[src/rtl/credlink_pkg.sv]
package credlink_pkg;

  typedef enum logic [1:0] {
    TK_DATA   = 2'd0,
    TK_USER   = 2'd1,
    TK_HELLO  = 2'd2,
    TK_CREDIT = 2'd3
  } tok_kind_e;

  typedef enum logic [1:0] {
    TX_OFF   = 2'd0,
    TX_HELLO = 2'd1,
    TX_WAIT  = 2'd2,
    TX_RUN   = 2'd3
  } tx_state_e;

  function automatic int imax(input int a, input int b);
    return (a > b) ? a : b;
  endfunction

endpackage

[src/rtl/credlink_chan.sv]
module credlink_chan #(
  parameter int W     = 10,
  parameter int DELAY = 3
) (
  input  logic         clk,
  input  logic         rst_n,
  input  logic         in_vld,
  input  logic [W-1:0] in_tok,
  output logic         out_vld,
  output logic [W-1:0] out_tok
);

  generate
    if (DELAY == 0) begin : g_wire
      assign out_vld = in_vld;
      assign out_tok = in_tok;
    end else begin : g_pipe
      logic [DELAY-1:0] vld_q;
      logic [DELAY-1:0] vld_d;
      logic [W-1:0]     tok_q [DELAY];

      always_comb begin
        vld_d[0] = in_vld;
        for (int i = 1; i < DELAY; i++) begin
          vld_d[i] = vld_q[i-1];
        end
      end

      always_ff @(posedge clk or negedge rst_n) begin
        if (!rst_n) vld_q <= '0;
        else        vld_q <= vld_d;
      end

      always_ff @(posedge clk) begin
        if (in_vld) tok_q[0] <= in_tok;
        for (int i = 1; i < DELAY; i++) begin
          if (vld_q[i-1]) tok_q[i] <= tok_q[i-1];
        end
      end

      assign out_vld = vld_q[DELAY-1];
      assign out_tok = tok_q[DELAY-1];
    end
  endgenerate

endmodule

[src/rtl/credlink_fifo.sv]
module credlink_fifo #(
  parameter int W     = 9,
  parameter int DEPTH = 8,
  localparam int AW   = (DEPTH > 1) ? $clog2(DEPTH) : 1,
  localparam int CW   = $clog2(DEPTH + 1)
) (
  input  logic          clk,
  input  logic          rst_n,
  input  logic          push,
  input  logic [W-1:0]  push_tok,
  input  logic          pop,
  output logic [W-1:0]  head_tok,
  output logic          empty,
  output logic          full,
  output logic [CW-1:0] count
);

  logic [W-1:0]  mem [DEPTH];
  logic [AW-1:0] wr_q, wr_d, rd_q, rd_d;
  logic [CW-1:0] cnt_q, cnt_d;

  function automatic logic [AW-1:0] bump(input logic [AW-1:0] p);
    return (p == AW'(DEPTH - 1)) ? '0 : p + AW'(1);
  endfunction

  always_comb begin
    wr_d  = push ? bump(wr_q) : wr_q;
    rd_d  = pop  ? bump(rd_q) : rd_q;
    cnt_d = cnt_q + CW'(push) - CW'(pop);
  end

  always_ff @(posedge clk or negedge rst_n) begin
    if (!rst_n) begin
      wr_q  <= '0;
      rd_q  <= '0;
      cnt_q <= '0;
    end else begin
      wr_q  <= wr_d;
      rd_q  <= rd_d;
      cnt_q <= cnt_d;
    end
  end

  always_ff @(posedge clk) begin
    if (push) mem[wr_q] <= push_tok;
  end

  assign head_tok = mem[rd_q];
  assign empty    = (cnt_q == '0);
  assign full     = (cnt_q == CW'(DEPTH));
  assign count    = cnt_q;

  // occupancy never exceeds the buffer size
  a_r3_count_bound: assert property (@(posedge clk) disable iff (!rst_n)
    cnt_q <= CW'(DEPTH));

  // a read never happens on an empty buffer
  a_r7_no_underflow: assert property (@(posedge clk) disable iff (!rst_n)
    pop |-> (cnt_q != '0));

endmodule

[src/rtl/credlink_tx.sv]
module credlink_tx
  import credlink_pkg::*;
#(
  parameter int DW    = 8,
  parameter int DEPTH = 8,
  parameter int PW    = 8,
  localparam int CW   = $clog2(DEPTH + 1)
) (
  input  logic          clk,
  input  logic          rst_n,
  input  logic          link_en,
  input  logic          in_valid,
  output logic          in_ready,
  input  logic [DW-1:0] in_data,
  input  logic          in_ctl,
  output logic          fwd_vld,
  output tok_kind_e     fwd_kind,
  output logic [PW-1:0] fwd_pay,
  input  logic          rev_vld,
  input  tok_kind_e     rev_kind,
  input  logic [PW-1:0] rev_pay
);

  tx_state_e     state_q, state_d;
  logic [CW-1:0] credit_q, credit_d;
  logic [CW-1:0] credit_add;
  logic          credit_hit;
  logic          send;

  always_comb begin
    credit_hit = rev_vld && (rev_kind == TK_CREDIT) &&
                 ((state_q == TX_WAIT) || (state_q == TX_RUN));
    credit_add = credit_hit ? rev_pay[CW-1:0] : '0;
    in_ready   = link_en && (state_q == TX_RUN) && (credit_q != '0);
    send       = in_valid && in_ready;

    fwd_vld    = send || (link_en && (state_q == TX_HELLO));
    fwd_kind   = (state_q == TX_HELLO) ? TK_HELLO : (in_ctl ? TK_USER : TK_DATA);
    fwd_pay    = '0;
    fwd_pay[DW-1:0] = in_data;
  end

  always_comb begin
    state_d = state_q;
    if (!link_en) begin
      state_d = TX_OFF;
    end else begin
      case (state_q)
        TX_OFF:   state_d = TX_HELLO;
        TX_HELLO: state_d = TX_WAIT;
        TX_WAIT:  if (credit_hit) state_d = TX_RUN;
        TX_RUN:   state_d = TX_RUN;
        default:  state_d = TX_OFF;
      endcase
    end
  end

  always_comb begin
    if (!link_en) credit_d = '0;
    else          credit_d = credit_q - CW'(send) + credit_add;
  end

  always_ff @(posedge clk or negedge rst_n) begin
    if (!rst_n) begin
      state_q  <= TX_OFF;
      credit_q <= '0;
    end else begin
      state_q  <= state_d;
      credit_q <= credit_d;
    end
  end

  // a rising enable is followed by a greeting on the link
  a_r2_hello_on_enable: assert property (@(posedge clk) disable iff (!rst_n)
    $rose(link_en) |=> (fwd_vld && (fwd_kind == TK_HELLO)));

  // credit held never exceeds the remote buffer size
  a_r3_credit_cap: assert property (@(posedge clk) disable iff (!rst_n)
    credit_q <= CW'(DEPTH));

  // a grant received while waiting opens the link with credit
  a_r4_grant_opens: assert property (@(posedge clk) disable iff (!rst_n)
    (link_en && (state_q == TX_WAIT) && credit_hit && (credit_add != '0))
      |=> ((state_q == TX_RUN) && (credit_q != '0)));

endmodule

[src/rtl/credlink_rx.sv]
module credlink_rx
  import credlink_pkg::*;
#(
  parameter int DW     = 8,
  parameter int DEPTH  = 8,
  parameter int THRESH = 2,
  parameter int PW     = 8,
  localparam int CW    = $clog2(DEPTH + 1)
) (
  input  logic          clk,
  input  logic          rst_n,
  input  logic          fwd_vld,
  input  tok_kind_e     fwd_kind,
  input  logic [PW-1:0] fwd_pay,
  output logic          rev_vld,
  output tok_kind_e     rev_kind,
  output logic [PW-1:0] rev_pay,
  output logic          out_valid,
  input  logic          out_ready,
  output logic [DW-1:0] out_data,
  output logic          out_ctl
);

  logic          push, pop, hello_in, batch_go;
  logic          empty, full;
  logic [CW-1:0] count;
  logic [DW:0]   head;
  logic [DW:0]   push_tok;
  logic [CW-1:0] pend_q, pend_d;

  always_comb begin
    push     = fwd_vld && ((fwd_kind == TK_DATA) || (fwd_kind == TK_USER));
    push_tok = {(fwd_kind == TK_USER), fwd_pay[DW-1:0]};
    hello_in = fwd_vld && (fwd_kind == TK_HELLO);
    pop      = out_valid && out_ready;
  end

  credlink_fifo #(.W(DW + 1), .DEPTH(DEPTH)) u_buf (
    .clk      (clk),
    .rst_n    (rst_n),
    .push     (push),
    .push_tok (push_tok),
    .pop      (pop),
    .head_tok (head),
    .empty    (empty),
    .full     (full),
    .count    (count)
  );

  assign out_valid = !empty;
  assign out_data  = head[DW-1:0];
  assign out_ctl   = head[DW];

  always_comb begin
    batch_go = !hello_in && (pend_q >= CW'(THRESH));
    rev_vld  = hello_in || batch_go;
    rev_kind = TK_CREDIT;
    rev_pay  = '0;
    if (hello_in) rev_pay[CW-1:0] = CW'(DEPTH) - count;
    else          rev_pay[CW-1:0] = pend_q;

    if (hello_in || batch_go) pend_d = CW'(pop);
    else                      pend_d = pend_q + CW'(pop);
  end

  always_ff @(posedge clk or negedge rst_n) begin
    if (!rst_n) pend_q <= '0;
    else        pend_q <= pend_d;
  end

  // a token never arrives at a full buffer
  a_r3_no_overflow: assert property (@(posedge clk) disable iff (!rst_n)
    push |-> !full);

  // freed entries waiting for return stay within the buffer size
  a_r5_pend_bounded: assert property (@(posedge clk) disable iff (!rst_n)
    pend_q <= CW'(DEPTH));

  // a greeting leaves the buffer occupancy untouched apart from a drain
  a_r6_hello_not_stored: assert property (@(posedge clk) disable iff (!rst_n)
    (hello_in && !pop) |=> (count == $past(count)));

endmodule

[src/rtl/credlink_top.sv]
module credlink_top
  import credlink_pkg::*;
#(
  parameter int DW     = 8,
  parameter int DEPTH  = 8,
  parameter int DELAY  = 3,
  parameter int THRESH = 2
) (
  input  logic          clk,
  input  logic          rst_n,
  input  logic          link_en,
  input  logic          in_valid,
  output logic          in_ready,
  input  logic [DW-1:0] in_data,
  input  logic          in_ctl,
  output logic          out_valid,
  input  logic          out_ready,
  output logic [DW-1:0] out_data,
  output logic          out_ctl
);

  localparam int CW = $clog2(DEPTH + 1);
  localparam int PW = imax(DW, CW);
  localparam int TW = 2 + PW;

  logic          tx_vld, rx_vld, cr_vld, cr_in_vld;
  tok_kind_e     tx_kind, rx_kind, cr_kind, cr_in_kind;
  logic [PW-1:0] tx_pay, rx_pay, cr_pay, cr_in_pay;
  logic [TW-1:0] fwd_in_tok, fwd_out_tok, rev_in_tok, rev_out_tok;

  credlink_tx #(.DW(DW), .DEPTH(DEPTH), .PW(PW)) u_tx (
    .clk      (clk),
    .rst_n    (rst_n),
    .link_en  (link_en),
    .in_valid (in_valid),
    .in_ready (in_ready),
    .in_data  (in_data),
    .in_ctl   (in_ctl),
    .fwd_vld  (tx_vld),
    .fwd_kind (tx_kind),
    .fwd_pay  (tx_pay),
    .rev_vld  (cr_in_vld),
    .rev_kind (cr_in_kind),
    .rev_pay  (cr_in_pay)
  );

  assign fwd_in_tok = {tx_kind, tx_pay};

  credlink_chan #(.W(TW), .DELAY(DELAY)) u_fwd (
    .clk     (clk),
    .rst_n   (rst_n),
    .in_vld  (tx_vld),
    .in_tok  (fwd_in_tok),
    .out_vld (rx_vld),
    .out_tok (fwd_out_tok)
  );

  assign rx_kind = tok_kind_e'(fwd_out_tok[TW-1 -: 2]);
  assign rx_pay  = fwd_out_tok[PW-1:0];

  credlink_rx #(.DW(DW), .DEPTH(DEPTH), .THRESH(THRESH), .PW(PW)) u_rx (
    .clk       (clk),
    .rst_n     (rst_n),
    .fwd_vld   (rx_vld),
    .fwd_kind  (rx_kind),
    .fwd_pay   (rx_pay),
    .rev_vld   (cr_vld),
    .rev_kind  (cr_kind),
    .rev_pay   (cr_pay),
    .out_valid (out_valid),
    .out_ready (out_ready),
    .out_data  (out_data),
    .out_ctl   (out_ctl)
  );

  assign rev_in_tok = {cr_kind, cr_pay};

  credlink_chan #(.W(TW), .DELAY(DELAY)) u_rev (
    .clk     (clk),
    .rst_n   (rst_n),
    .in_vld  (cr_vld),
    .in_tok  (rev_in_tok),
    .out_vld (cr_in_vld),
    .out_tok (rev_out_tok)
  );

  assign cr_in_kind = tok_kind_e'(rev_out_tok[TW-1 -: 2]);
  assign cr_in_pay  = rev_out_tok[PW-1:0];

  // the transmit stream is closed while the link is disabled
  a_r1_closed_when_off: assert property (@(posedge clk) disable iff (!rst_n)
    $fell(link_en) |=> !(tx_vld && (tx_kind != TK_HELLO)) || link_en);

endmodule

[config.mk]
export PLATFORM = sky130hd
export DESIGN_NAME = credlink_top
export DESIGN_NICKNAME = d
export VERILOG_FILES = /design/src/rtl/credlink_pkg.sv /design/src/rtl/credlink_chan.sv /design/src/rtl/credlink_fifo.sv /design/src/rtl/credlink_tx.sv /design/src/rtl/credlink_rx.sv /design/src/rtl/credlink_top.sv
export SDC_FILE = /design/constraint.sdc
export NUM_CORES = 1
export LEC_CHECK = 0
export ABC_AREA = 0
export BUFFER_PORTS_ARGS = -buffer_cell sky130_fd_sc_hd__buf_2
export CELL_PAD_IN_SITES_DETAIL_PLACEMENT = 0
export CELL_PAD_IN_SITES_GLOBAL_PLACEMENT = 1
export CORE_UTILIZATION = 48
export CTS_BUF_LIST = sky130_fd_sc_hd__clkbuf_16
export DETAILED_ROUTE_END_ITERATION = 7
export PLACE_DENSITY = 0.85
export SYNTH_ARGS = -nofsm -noshare
export SYNTH_HDL_FRONTEND = slang
export SYNTH_SLANG_ARGS = --single-unit
[constraint.sdc]
create_clock -name clk -period 2 [get_ports clk]
set_input_delay 0.1 -clock clk [delete_from_list [all_inputs] [get_ports clk]]
set_output_delay 0.1 -clock clk [all_outputs]
set_load 0.02 [all_outputs]
Word level (Yosys, flattened, before mapping)

Memories as Yosys holds them, arrays and structs flattened.
Index checks and enable logic that the tools add are counted.

Bits in registers: 26
Latch bits: 0
Bits in writable memories: 132
ROM bits: 0
Input port bits: 14
Output and inout bits: 11
Logic and storage cells: 74
Memories kept: 3

Add/sub/neg operators: 8
$mul: 0
Div/mod/pow operators: 0
Magnitude comparators: 1
Equality and inequality tests: 9
Shift operators: 0
Mux-type cells: 25
Bitwise operators: 0
Reductions and logical operators: 20

Memories:

| name               | depth | bits a word | rd ports | clocked after memory_dff | write ports | RTL line            | RTL |
|---|---|---|---|---|---|---|---|
| u_rx.u_buf.mem     | 8     | 9           | 1        | 0                        | 1           | credlink_fifo.sv:18 | `logic [W-1:0] mem [DEPTH];` |
| u_fwd.g_pipe.tok_q | 3     | 10          | 3        | 0                        | 3           | credlink_chan.sv:20 | `logic [W-1:0] tok_q [DELAY];` |
| u_rev.g_pipe.tok_q | 3     | 10          | 3        | 0                        | 3           | credlink_chan.sv:20 |  |

Operator list:

| cell                                                                  | number |
|---|---|
| 4-bit two-way mux                                                     | 4 |
| 1-bit two-way mux                                                     | 15 |
| 1-bit logical AND                                                     | 10 |
| 4-bit by 1-bit adder with 4-bit output                                | 2 |
| 2-bit == test, second input constant                                  | 4 |
| 2-bit case mux with 4 select lines                                    | 1 |
| 4-bit by 1-bit subtractor with 4-bit output                           | 2 |
| 3-bit by 1-bit adder with 3-bit output, second input constant         | 2 |
| 3-bit == test, second input constant                                  | 2 |
| 2-bit two-way mux                                                     | 3 |
| 3-bit two-way mux                                                     | 2 |
| 4-bit adder                                                           | 1 |
| 2-bit by 1-bit == test with 1-bit output, second input constant       | 2 |
| 4-bit by 2-bit >= comparator with 1-bit output, second input constant | 1 |
| 2-bit zero test                                                       | 2 |
| 4-bit zero test                                                       | 1 |
| 1-bit logical OR                                                      | 4 |
| 4-bit nonzero test                                                    | 1 |
| 4-bit subtractor, first input constant                                | 1 |
| 3-bit by 2-bit != test with 1-bit output, second input constant       | 1 |
| 1-bit zero test                                                       | 2 |

Depth between registers and ports, before layout

Gate-level depths: netlist of run 1.
An unclocked memory read counts as a cell.

Depth after elaboration: 8
Gate-level depth with buffers: 11
Depth with buffers taken out: 10

By module

A second synthesis of run 1 with hierarchy kept.

Cell total of the unflattened synthesis: 341
Area total of the unflattened synthesis: 6,351.1 µm²

Modules (own cells, without submodules):

| module        | times used | cells an instance | area each (µm²) | seq. area each (µm²) |
|---|---|---|---|---|
| credlink_fifo | 1          | 162               | 3,373.2         | 2,412.3 |
| credlink_chan | 2          | 43                | 1,051.0         | 975.9 |
| credlink_tx   | 1          | 56                | 520.5           | 150.1 |
| credlink_rx   | 1          | 37                | 355.3           | 100.1 |

Least setup slack after synthesis of run 1

OpenSTA, ideal clock, no wires.

Kind: register to register
Start: register u_tx.state_q[1]
End: register u_tx.credit_q[2]
Setup time: 0.119 ns
Arrival time: 2.317 ns
Required time: 1.881 ns
Slack: -0.436 ns
Cell stages (with the launch flop): 10
Path buffers: 1
Period minus slack after synthesis: 2.436 ns
Path through: dfrtp_1 > clkbuf_1 > nor3b_1 > and2_1 > ha_1 > inv_1 > ha_1 > fa_1 > xor2_1 > and2_1

Cells in the longest elaborated chain, start to end: 7
Elaborated cells on any way between the ends: 11
Those cells by class: add/sub (2); eq/ne (2); mux (2); reduce/logical (5)

Ends and longest elaborated chain:

| element                                     | RTL line           | RTL |
|---|---|---|
| start, declared                             | credlink_tx.sv:24  | `tx_state_e state_q, state_d;` |
| start signal, assigned                      | credlink_tx.sv:68  | `state_q <= state_d;` |
| 2-bit == test                               | credlink_tx.sv:34  | `in_ready = link_en && (state_q == TX_RUN) && (credit_q != '0);` |
| 1-bit logical AND (2 in a row)              | credlink_tx.sv:34  |  |
| via in_ready                                | credlink_top.sv:13 | `output logic in_ready,` |
| 1-bit logical AND                           | credlink_tx.sv:35  | `send = in_valid && in_ready;` |
| 4-bit by 1-bit subtractor with 4-bit output | credlink_tx.sv:60  | `else credit_d = credit_q - CW'(send) + credit_add;` |
| 4-bit adder                                 | credlink_tx.sv:60  |  |
| 4-bit two-way mux                           | credlink_tx.sv:59  | `if (!link_en) credit_d = '0;` |
| via u_tx.credit_d[2]                        | credlink_tx.sv:25  | `logic [CW-1:0] credit_q, credit_d;` |
| end signal, assigned                        | credlink_tx.sv:69  | `credit_q <= credit_d;` |
| end, declared                               | credlink_tx.sv:25  |  |

The timed path passes the listed nets, and every way through them passes these cells.
A chain may end at the register's enable or synchronous reset.

Worst setup path in the final report of run 1

Start: register u_tx.credit_q[0]
End: register u_tx.credit_q[2]

Cells in the longest elaborated chain, start to end: 6

Ends and longest elaborated chain:

| element                                         | RTL line |
|---|---|
| 4-bit nonzero test                              | credlink_tx.sv:34 |
| 1-bit logical AND                               | credlink_tx.sv:34 |
| 1-bit logical AND                               | credlink_tx.sv:35 |
| 4-bit by 1-bit subtractor with 4-bit output (*) | credlink_tx.sv:60 |
| 4-bit adder (*)                                 | credlink_tx.sv:60 |
| 4-bit two-way mux (*)                           | credlink_tx.sv:59 |
| via u_tx.credit_d[2]                            | credlink_tx.sv:25 |

Mark *: on every way through the listed nets, which the timed path passes. The rest lies on a longest branch.

==> results of run 1 <==
[timing repair]
| action | CTS | global route |
|---|---|---|
| endpoints found under the hold margin | 35 | 0 |
| gates resized for setup | 10 | 3 |
| hold buffers | 10 | 0 |
| endpoints found under the setup margin | 12 | 24 |
| pin swaps | 1 | 1 |
| buffers inserted | 0 | 2 |
[state kept, by name, indices dropped and copies added (netlist names)]
name                flops
u_rx.u_buf.mem         72
u_fwd.g_pipe.tok_q     30
u_rev.g_pipe.tok_q     12
u_rx.pend_q             4
u_rx.u_buf.count        4
u_tx.credit_q           4
u_fwd.g_pipe.vld_q      3
u_rev.g_pipe.vld_q      3
u_rx.u_buf.rd_q         3
u_rx.u_buf.wr_q         3
u_tx.state_q            2
[per-stage QoR]
step	power (W)	area (sq um)	std cells	utilization, %
6_report	0.009404	6778	506	61.71
5_1_grt	0.009899	6778	506	61.71
4_1_cts	0.009469	6749	504	61.45
3_5_place_dp	0.006025	6012	463	54.74
3_3_place_gp	0.005924	6012	463	54.74
2_1_floorplan	0.005415	5604	287	-
[kinds of logic (layout without fill, tap and decap cells)]
logic type | after synthesis | after routing | synth area share [%]
other | 1 | 1 | 0.06813
multiplexers | 34 | 34 | 11.80
buffers and inverters | 25 | 104 | 2.023
AND/OR/NAND/NOR | 48 | 48 | 4.796
flip-flops | 140 | 140 | 74.02
XOR/XNOR | 7 | 7 | 1.114
adder cells (fa/ha/maj) | 21 | 21 | 5.047
AO/OA/AOI/OAI | 11 | 11 | 1.137
[layer usage]
layer | global-route usage [%] | vias up | part of all wire (%)
met3 | 5.021 | 4 | 3.9
met5 | 0 | - | 0
met4 | 7.239 | 0 | 0.69
met1 | 18.83 | 1262 | 42
li1 | - | 1232 | -
met2 | 27.45 | 47 | 53
[final timing paths]
kind / startpoint / slack (ns) / end / cells past startpoint
setup / recovery: u_tx.credit_q[0]$_DFF_PN0_ / -0.18 / u_tx.credit_q[2]$_DFF_PN0_ / 9
hold / removal: link_en / 0.08 / u_tx.credit_q[2]$_DFF_PN0_ / 3
setup reg to reg: u_tx.credit_q[0]$_DFF_PN0_ / -0.18 / u_tx.credit_q[2]$_DFF_PN0_ / 9
hold reg to reg: u_fwd.g_pipe.tok_q[0][15]$_DFFE_PP_ / 0.41 / u_fwd.g_pipe.tok_q[0][25]$_DFFE_PP_ / 0
max in group asynchronous: rst_n / 1.35 / u_tx.state_q[1]$_DFFE_PN0P_ / 2
min in group asynchronous: rst_n / 0.24 / u_rx.u_buf.count[2]$_DFF_PN0_ / 2
[cells in the mapped netlist, drive strengths merged]
cell type and count:
edfxtp 114, dfrtp 26, ha 19, inv 18, mux4 18, mux2 16
nand2 9, and2 8, nor2 8, nand2b 6, buf 5, o21ai 5
nand3 4, xor2 4, a21oi 3, xnor2 3, and3 2, clkbuf 2
fa 2, nand3b 2, nor2b 2, nor3 2, nor3b 2, a21boi 1
conb 1, nor4 1, nor4b 1, o21a 1, o21bai 1, or2 1
[cells in the final DEF (no fill, tap or decap), drive strengths merged, types with 3 or more instances in the layout]
cell type	count
nand2	9
dlygate4sd3	10
xor2	4
a21oi	3
nand2b	6
mux2	16
dfrtp	26
o21ai	5
nor2	8
mux4	18
clkinv	5
edfxtp	114
bufinv	5
inv	20
buf	45
and2	8
clkbuf	17
nand3	4
xnor2	3
ha	19
[power breakdown]
part           leakage (nW)  switching [W]  internal (W)
logic                 0.885        0.00104       0.00120
registers              1.37       0.000272       0.00353
clock network         0.305        0.00115       0.00221
total                  2.56        0.00246       0.00695
[worst register-to-register path: stages (launching register included)]
cell     delay [ns]
dfrtp_1        0.40
nor4_4         0.35
nor3b_4        0.07
and2_1         0.14
ha_1           0.28
inv_2          0.04
ha_4           0.16
fa_2           0.33
xor2_1         0.14
and2_1         0.15
[cell type report]
type	count	share of cell area, %
clock buffer	17	6.277
clock inverter	14	3.194
inverter	18	0.9969
multi-input combinational	122	20.84
sequential	140	60.11
tap	140	2.584
timing repair buffer	55	6.000
==> impl_metrics.toml, run 1 <==
[timing]
finalWorstSetupSlack_ns = -0.1779
hold_viol = 0
fin_worst_skew_ns = 0.01349
fin_crit_ns = 2.178
tightestPinTransition_ns = 0.6843
clock.fmax_mhz = 459.2
drv_slew = 0
final-setup-viol-count = 12
fin_setup_tns_ns = -0.9053
whs_ns = 0.08317
finalCritPeriodShare_pct = 108.9
slew-limit-headroom_pct = 54.38
rsz0062_at_grt = "true"

[global_routing]
grt_start_max_net_pins = 27
grt_util_all_layers_pct = 16.17
grt_pass1_vias = 2737
overflow = 0
grt_first_pass_wirelength_microns = 13470
grt_antenna_before_repair = 0

[power]
ir_drop_v = 0.0006781
p_leak_nw = 2.560
powerDensity_nw_per_um2 = 1387

[floorplanning]
initial_core_util_pct = 50.11
die_w_microns = 109.1
num_rows = 38
design.die.area_sq_um = 11900
ios = 25
die_h_microns = 109.1
core_area_sq_um = 10980

[placed_design]
gp_congestion = 0.7199
port_buffers = 24
hpwl_microns = 5193
pre_cts_slack_ns = -0.1769

[logic_synthesis]
ys_seq_area_share_pct = 74.02
synth_top_cell_area_share_pct = 62.20
syn_inst = 287
yosysWarnings = 0
yosysUniqueCellTypes = 33
syn_area_per_cell_sq_um = 19.18
synth_nets = 322
syn_area_sq_um = 5504
synth_area_leader_cell = "edfxtp_1"
ys_ff_latch = 140
ys_top_cells_by_area = "edfxtp_1, dfrtp_1, mux4_1"

[finish]
syn_to_final_growth_pct = 23.14
diodes = 0
n_fill_cell = 774
multi_input_area_sq_um = 1413
regArea_sq_um = 4074
fin_nets = 389
drive_gt1_share_pct = 32.24

[critical_path]
crit_path_frequent_cell = "and2_1"
cpLargestDelayFamily = "adder cells"
critPathArrivalTime_ns = 2.47
critPathRequiredTime_ns = 2.29
endpoint_kind = "flip-flop"
crit_fanout = 2
startpoint_type = "flip-flop"
max_stage_delay_ns = 0.40
crit_chain = "nor4_4 -> nor3b_4 -> and2_1 -> ha_1 -> inv_2 -> ha_4 -> fa_2 -> xor2_1 -> and2_1"
cpMaxStageDelayCell = "dfrtp_1"
crit_buf_inv = 1
crit_type = "flip-flop to flip-flop"

[cts]
cts.root.buffer_cell = "clkbuf_16"
clk_latency_ns = 0.41
h-tree-depth = 4
cts.path.max_buffers = 2
cts_made_buffers = 17
cts_sinks = 140
path_clk_slew_ns = 0.06
cts_tree = "built"

[worst_hold_path]
hp-class = "primary input to flip-flop"

[drt]
vias_per_cell = 5.030
ant_nets = 0
first_pass_iters = 4
routed_wl_microns = 8388
dr_total_vias = 2545
wl_per_cell_microns = 16.58
route.detailed.drc = 0
drt_iter0_drc = 129

[outcome]
status = "complete, but fails checks"
failed_checks = "negative setup slack"

[run]
timing.max_cap.violations = 0
No activity file was read; power rests on OpenSTA's default activity.
==> run 2: changes to the inputs <==
- ABC_AREA: 0 -> 1
- CORE_MARGIN: not set -> 2
- CORE_UTILIZATION: 48 -> 45
==> impl_metrics.toml, run 2 <==
[logic_synthesis]
synth_area_leader_cell = "edfxtp_1"
yosys_most_used_dff = "edfxtp_1"
synth_nets = 499
synthXorXnorAreaFrac_pct = 0.6186
synth_compound_area_share_pct = 4.618
yosysMostFrequentCell = "edfxtp_1"
synth_edf_count = 114
synth_top_cell_area_share_pct = 60.45
syn_inst = 464
synth_top_family_by_area = "simple AND/OR/NAND/NOR gates"
synth_adder_area_share_pct = 4.905
synth-async-reset-ratio_pct = 18.57
ys_top_cells_by_area = "edfxtp_1, dfrtp_1, nor2_1"
ys_ff_latch = 140
yosysUniqueCellTypes = 26
synth-simple-area-share_pct = 12.84
synthTopCellsByCount = "edfxtp_1, nor2_1, nand2_1, inv_1, o21ai_1"
yosysWarnings = 0
syn_area_per_cell_sq_um = 12.20
ys_seq_area_share_pct = 71.94
syn_area_sq_um = 5663
synthMuxAreaShare_pct = 0

[global_routing]
grt_start_max_net_pins = 38
grt_antenna_before_repair = 0
grt_util_all_layers_pct = 16.11
grt_pass1_vias = 3298
grt_first_pass_wirelength_microns = 15900
overflow = 0

[power]
power_switching_w = 0.003217
power_w = 0.009566
p_leak_nw = 2.812
p_clk_share_pct = 31.6
swShare_pct = 33.64
ir_drop_v = 0.0007384
p_int_w = 0.006348
powerDensity_nw_per_um2 = 1395
power_frac_comb_pct = 29.3
p_seq_share_pct = 39.1

[critical_path]
critPathRequiredTime_ns = 2.31
crit_cells = 11
crit_chain = "inv_2 -> ha_4 -> nand2_4 -> nand2_4 -> inv_2 -> ha_4 -> inv_2 -> ha_4 -> inv_2 -> fa_2 -> inv_1"
cpLargestDelayFamily = "adder cells"
r2r_cells = 11
cpMaxStageDelayCell = "fa_2"
startpoint_type = "flip-flop"
r2r_slack_ns = 0.08
crit_fanout = 4
crit_buf_inv = 5
max_stage_delay_ns = 0.51
endpoint_kind = "flip-flop"
critPathArrivalTime_ns = 2.23
crit_type = "flip-flop to flip-flop"
crit_path_frequent_cell = "inv_2"

[timing]
drv_slew = 0
rsz0062_at_grt = "false"
slew-limit-headroom_pct = 56.97
finalCritPeriodShare_pct = 96.05
tightestPinTransition_ns = 0.6455
final-setup-viol-count = 0
hold_viol = 0
fin_crit_ns = 1.921
whs_ns = 0.2295
fin_worst_skew_ns = 0.006572
clock.fmax_mhz = 520.5

[cts]
clk_latency_ns = 0.41
cts.path.max_buffers = 2
cts_tree = "built"
cts_made_buffers = 17
path_clk_slew_ns = 0.06
cts_sinks = 140
cts.root.buffer_cell = "clkbuf_16"
h-tree-depth = 4

[floorplanning]
core_area_sq_um = 12160
die_h_microns = 116.2
ios = 25
initial_core_util_pct = 46.56
num_rows = 40
die_w_microns = 116.2
design.die.area_sq_um = 13500

[drt]
route.detailed.drc = 0
dr_total_vias = 3333
drt_iter0_drc = 231
routed_wl_microns = 9981
vias_per_cell = 4.675
ant_nets = 0
first_pass_iters = 4
wl_per_cell_microns = 14.00

[placed_design]
hpwl_microns = 6223
gp_congestion = 0.7998
port_buffers = 24
placedInstanceArea_sq_um = 6051

[outcome]
status = "finished, final reports clean"

[finish]
layout_commonest_cell = "edfxtp_1"
stdcell_area_sq_um = 6857
diodes = 0
syn_to_final_growth_pct = 21.08
reg_top3 = "u_rx.u_buf.mem (72), u_fwd.g_pipe.tok_q (30), u_rev.g_pipe.tok_q (12)"
largest_reg_flops = 72
regMostFlops = "u_rx.u_buf.mem"
mostFrequentLayoutCells = "edfxtp_1, nor2_1, nand2_1"
drive_gt1_share_pct = 18.72
fin_nets = 567

[run]
timing.max_cap.violations = 0

[worst_hold_path]
hp-class = "primary input to flip-flop"
whs_path_depth = 4
## run 2: cell count changes after synthesis, moves of 4 or more
cell / previous run / this run
and2_1: 8 / 0
nand2_1: 9 / 79
nor2_1: 8 / 95
inv_1: 18 / 44
o21ai_0: 5 / 19
o21ai_1: 0 / 27
mux2_2: 16 / 0
mux4_1: 17 / 0
nand2b_1: 6 / 0
inv_2: 0 / 4
## run 2: power groups by stage
stage | clock network, W | logic [W] | registers [W]
5_1_grt | 0.00321 | 0.00317 | 0.00378
4_1_cts | 0.00306 | 0.00270 | 0.00374
3_5_place_dp | 0 | 0.00263 | 0.00380
2_1_floorplan | 0 | 0.00201 | 0.00375
6_report | 0.00302 | 0.00280 | 0.00374
3_3_place_gp | 0 | 0.00253 | 0.00378
## run 2: logic make-up (layout without fill, tap and decap cells)
group,Yosys count,count (layout)
and+or+nand+nor,186,186
adders and majority gates,21,21
buffers and inverters,60,141
xor gates and xnor gates,4,4
other,1,1
DFF,140,140
AOI/OAI and AO/OA,52,52
## run 2: final timing paths
| path | startpoint | end |
|---|---|---|
| max in group asynchronous | rst_n | u_rev.g_pipe.vld_q[2]$_DFF_PN0_ |
| min | in_valid | u_fwd.g_pipe.vld_q[0]$_DFF_PN0_ |
| min in group asynchronous | rst_n | u_rx.u_buf.count[3]$_DFF_PN0_ |
| max reg2reg | u_rx.u_buf.count[0]$_DFF_PN0_ | u_rx.u_buf.count[1]$_DFF_PN0_ |
| max | u_rx.u_buf.count[0]$_DFF_PN0_ | u_rx.u_buf.count[1]$_DFF_PN0_ |
| min reg2reg | u_fwd.g_pipe.tok_q[0][18]$_DFFE_PP_ | u_fwd.g_pipe.tok_q[0][28]$_DFFE_PP_ |
## run 2: worst min-delay path, cell delays in order
cell and delay (ns):
buf_2 0.10, inv_1 0.08, o21ai_0 0.11, buf_4 0.19
## run 2: metal layers
layer / track usage (%) / part of all wire [%] / vias to the layer above
met5: 0 / 0 / -
met4: 6.270 / 1.6 / 0
met3: 4.567 / 4.4 / 17
met2: 27.60 / 51 / 76
met1: 19.45 / 43 / 1552
li1: - / - / 1688
## run 2: cell type report
class | instances | area, sq um
timing repair buffer | 60 | 424.2
sequential | 140 | 4074
tap | 168 | 210.2
inverter | 49 | 186.4
clock inverter | 15 | 156.4
fill | 952 | 5305
multi-input combinational | 264 | 1380
clock buffer | 17 | 425.4
## run 2: metrics by stage
step | TNS [ns] | setup slack [ns] | cells | util (%)
2_1_floorplan | 0 | 0.002627 | 464 | -
3_3_place_gp | 0 | 0.04738 | 663 | 49.75
3_5_place_dp | -0.006903 | -0.006903 | 663 | 49.75
4_1_cts | 0 | 0.004580 | 708 | 55.69
5_1_grt | 0 | 0.005339 | 713 | 56.38
6_report | 0 | 0.07894 | 713 | 56.38
## run 2: timing repair
action	CTS	global route
endpoints found under the setup margin	4	9
buffers inserted	1	5
pin swaps	1	4
gates resized for setup	2	12
hold buffers	12	0
hold endpoints to repair	40	0
==> run 3: changes to the inputs <==
- REMOVE_ABC_BUFFERS: not set -> 1
==> impl_metrics.toml, run 3 (same netlist as run 2, synthesis figures left out) <==
[finish]
largest_reg_flops = 72
mostFrequentLayoutCells = "edfxtp_1, nor2_1, nand2_1"
syn_to_final_growth_pct = 22.45
drive_gt1_share_pct = 20.15
diodes = 0
multi_input_area_sq_um = 1385
reg_top3 = "u_rx.u_buf.mem (72), u_fwd.g_pipe.tok_q (30), u_rev.g_pipe.tok_q (12)"
layout_commonest_cell = "edfxtp_1"
regMostFlops = "u_rx.u_buf.mem"
n_fill_cell = 944
regArea_sq_um = 4074
fin_nets = 573

[critical_path]
critPathArrivalTime_ns = 2.29
endpoint_kind = "flip-flop"
crit_chain = "inv_2 -> ha_4 -> nand2_2 -> nand2_2 -> inv_2 -> ha_4 -> inv_2 -> ha_4 -> inv_1 -> fa_2 -> inv_1"
crit_fanout = 2
crit_type = "flip-flop to flip-flop"
max_stage_delay_ns = 0.51
crit_buf_inv = 5
cpLargestDelayFamily = "adder cells"
cpMaxStageDelayCell = "fa_2"
critPathRequiredTime_ns = 2.32
startpoint_type = "flip-flop"

[timing]
fin_crit_ns = 1.967
finalCritPeriodShare_pct = 98.33
hold_viol = 0
tightestPinTransition_ns = 0.6178
fin_worst_skew_ns = 0.01704
drv_slew = 0
slew-limit-headroom_pct = 58.81
fin_setup_tns_ns = 0
final-setup-viol-count = 0
whs_ns = 0.2296
finalWorstSetupSlack_ns = 0.03337
clock.fmax_mhz = 508.5

[run]
timing.max_cap.violations = 0

[global_routing]
grt_antenna_before_repair = 0
grt_util_all_layers_pct = 17.29
grt_pass1_vias = 3513
grt_first_pass_wirelength_microns = 17110
grt_start_max_net_pins = 27
overflow = 0

[outcome]
status = "finished, final reports clean"

[placed_design]
port_buffers = 24
gp_congestion = 0.8092
hpwl_microns = 6396
pre_cts_slack_ns = -0.004784

[power]
powerDensity_nw_per_um2 = 1418
p_leak_nw = 2.842
ir_drop_v = 0.0009199
power_w = 0.009831

[drt]
drt_iter0_drc = 278
routed_wl_microns = 10710
first_pass_iters = 4
vias_per_cell = 4.780
wl_per_cell_microns = 14.90
ant_nets = 0
dr_total_vias = 3437
route.detailed.drc = 0

[floorplanning]
die_h_microns = 116.2
ios = 25
initial_core_util_pct = 46.56
design.die.area_sq_um = 13500
core_area_sq_um = 12160
die_w_microns = 116.2
num_rows = 40

[cts]
cts_sinks = 140
cts.path.max_buffers = 2
h-tree-depth = 4
cts_tree = "built"
path_clk_slew_ns = 0.06
cts_made_buffers = 17
cts.root.buffer_cell = "clkbuf_16"
clk_latency_ns = 0.42

[worst_hold_path]
hp-class = "primary input to async pin"
==> run 3: worst paths after layout <==
check | start | end | slack [ns] | depth (start not counted)
setup / recovery | u_rx.u_buf.count[2]$_DFF_PN0_ | u_rx.u_buf.count[1]$_DFF_PN0_ | 0.03 | 11
max in group asynchronous | rst_n | u_rx.u_buf.rd_q[1]$_DFFE_PN0P_ | 1.35 | 2
setup reg to reg | u_rx.u_buf.count[2]$_DFF_PN0_ | u_rx.u_buf.count[1]$_DFF_PN0_ | 0.03 | 11
min in group clk | in_valid | u_fwd.g_pipe.vld_q[0]$_DFF_PN0_ | 0.27 | 4
hold / removal | rst_n | u_rx.u_buf.count[2]$_DFF_PN0_ | 0.23 | 2
hold reg to reg | u_fwd.g_pipe.tok_q[0][0]$_DFFE_PP_ | u_fwd.g_pipe.tok_q[0][10]$_DFFE_PP_ | 0.42 | 0
==> run 3: power breakdown <==
part	leakage, nW	switching [W]	internal, W
registers	1.37	0.000215	0.00355
logic	1.18	0.00178	0.00114
clock network	0.291	0.00127	0.00188
==> run 3: metrics by stage <==
| step | std cells | util (%) | cell area [sq um] |
|---|---|---|---|
| floorplan | 453 | - | 5563 |
| global placement | 668 | 49.88 | 6066 |
| detailed placement | 668 | 49.88 | 6066 |
| CTS | 715 | 56.11 | 6824 |
| global route | 719 | 57.02 | 6934 |
| finish | 719 | 57.02 | 6934 |
==> run 3: metal layers <==
| metal | up-vias | track usage, % | wire, microns |
|---|---|---|---|
| li1 | 1703 | - | - |
| met1 | 1633 | 20.91 | 4439 |
| met2 | 91 | 29.86 | 5604 |
| met3 | 10 | 3.892 | 506 |
| met4 | 0 | 7.698 | 162 |
| met5 | - | 0 | 0 |
==> run 3: layout make-up <==
type,instances,area share [%]
tap,168,3.031
sequential,140,58.75
timing repair buffer,66,6.893
inverter,49,2.689
clock buffer,17,6.135
multi-input combinational,264,19.97
clock inverter,15,2.526
==> run 3: timing repair <==
action | 4_1_cts | 5_1_grt
endpoints found under the hold margin | 39 | 0
setup buffers | 3 | 4
pin swaps | 1 | 5
resized for setup | 6 | 21
setup endpoints to repair | 2 | 11
hold buffers | 12 | 0
gates cloned | 0 | 0
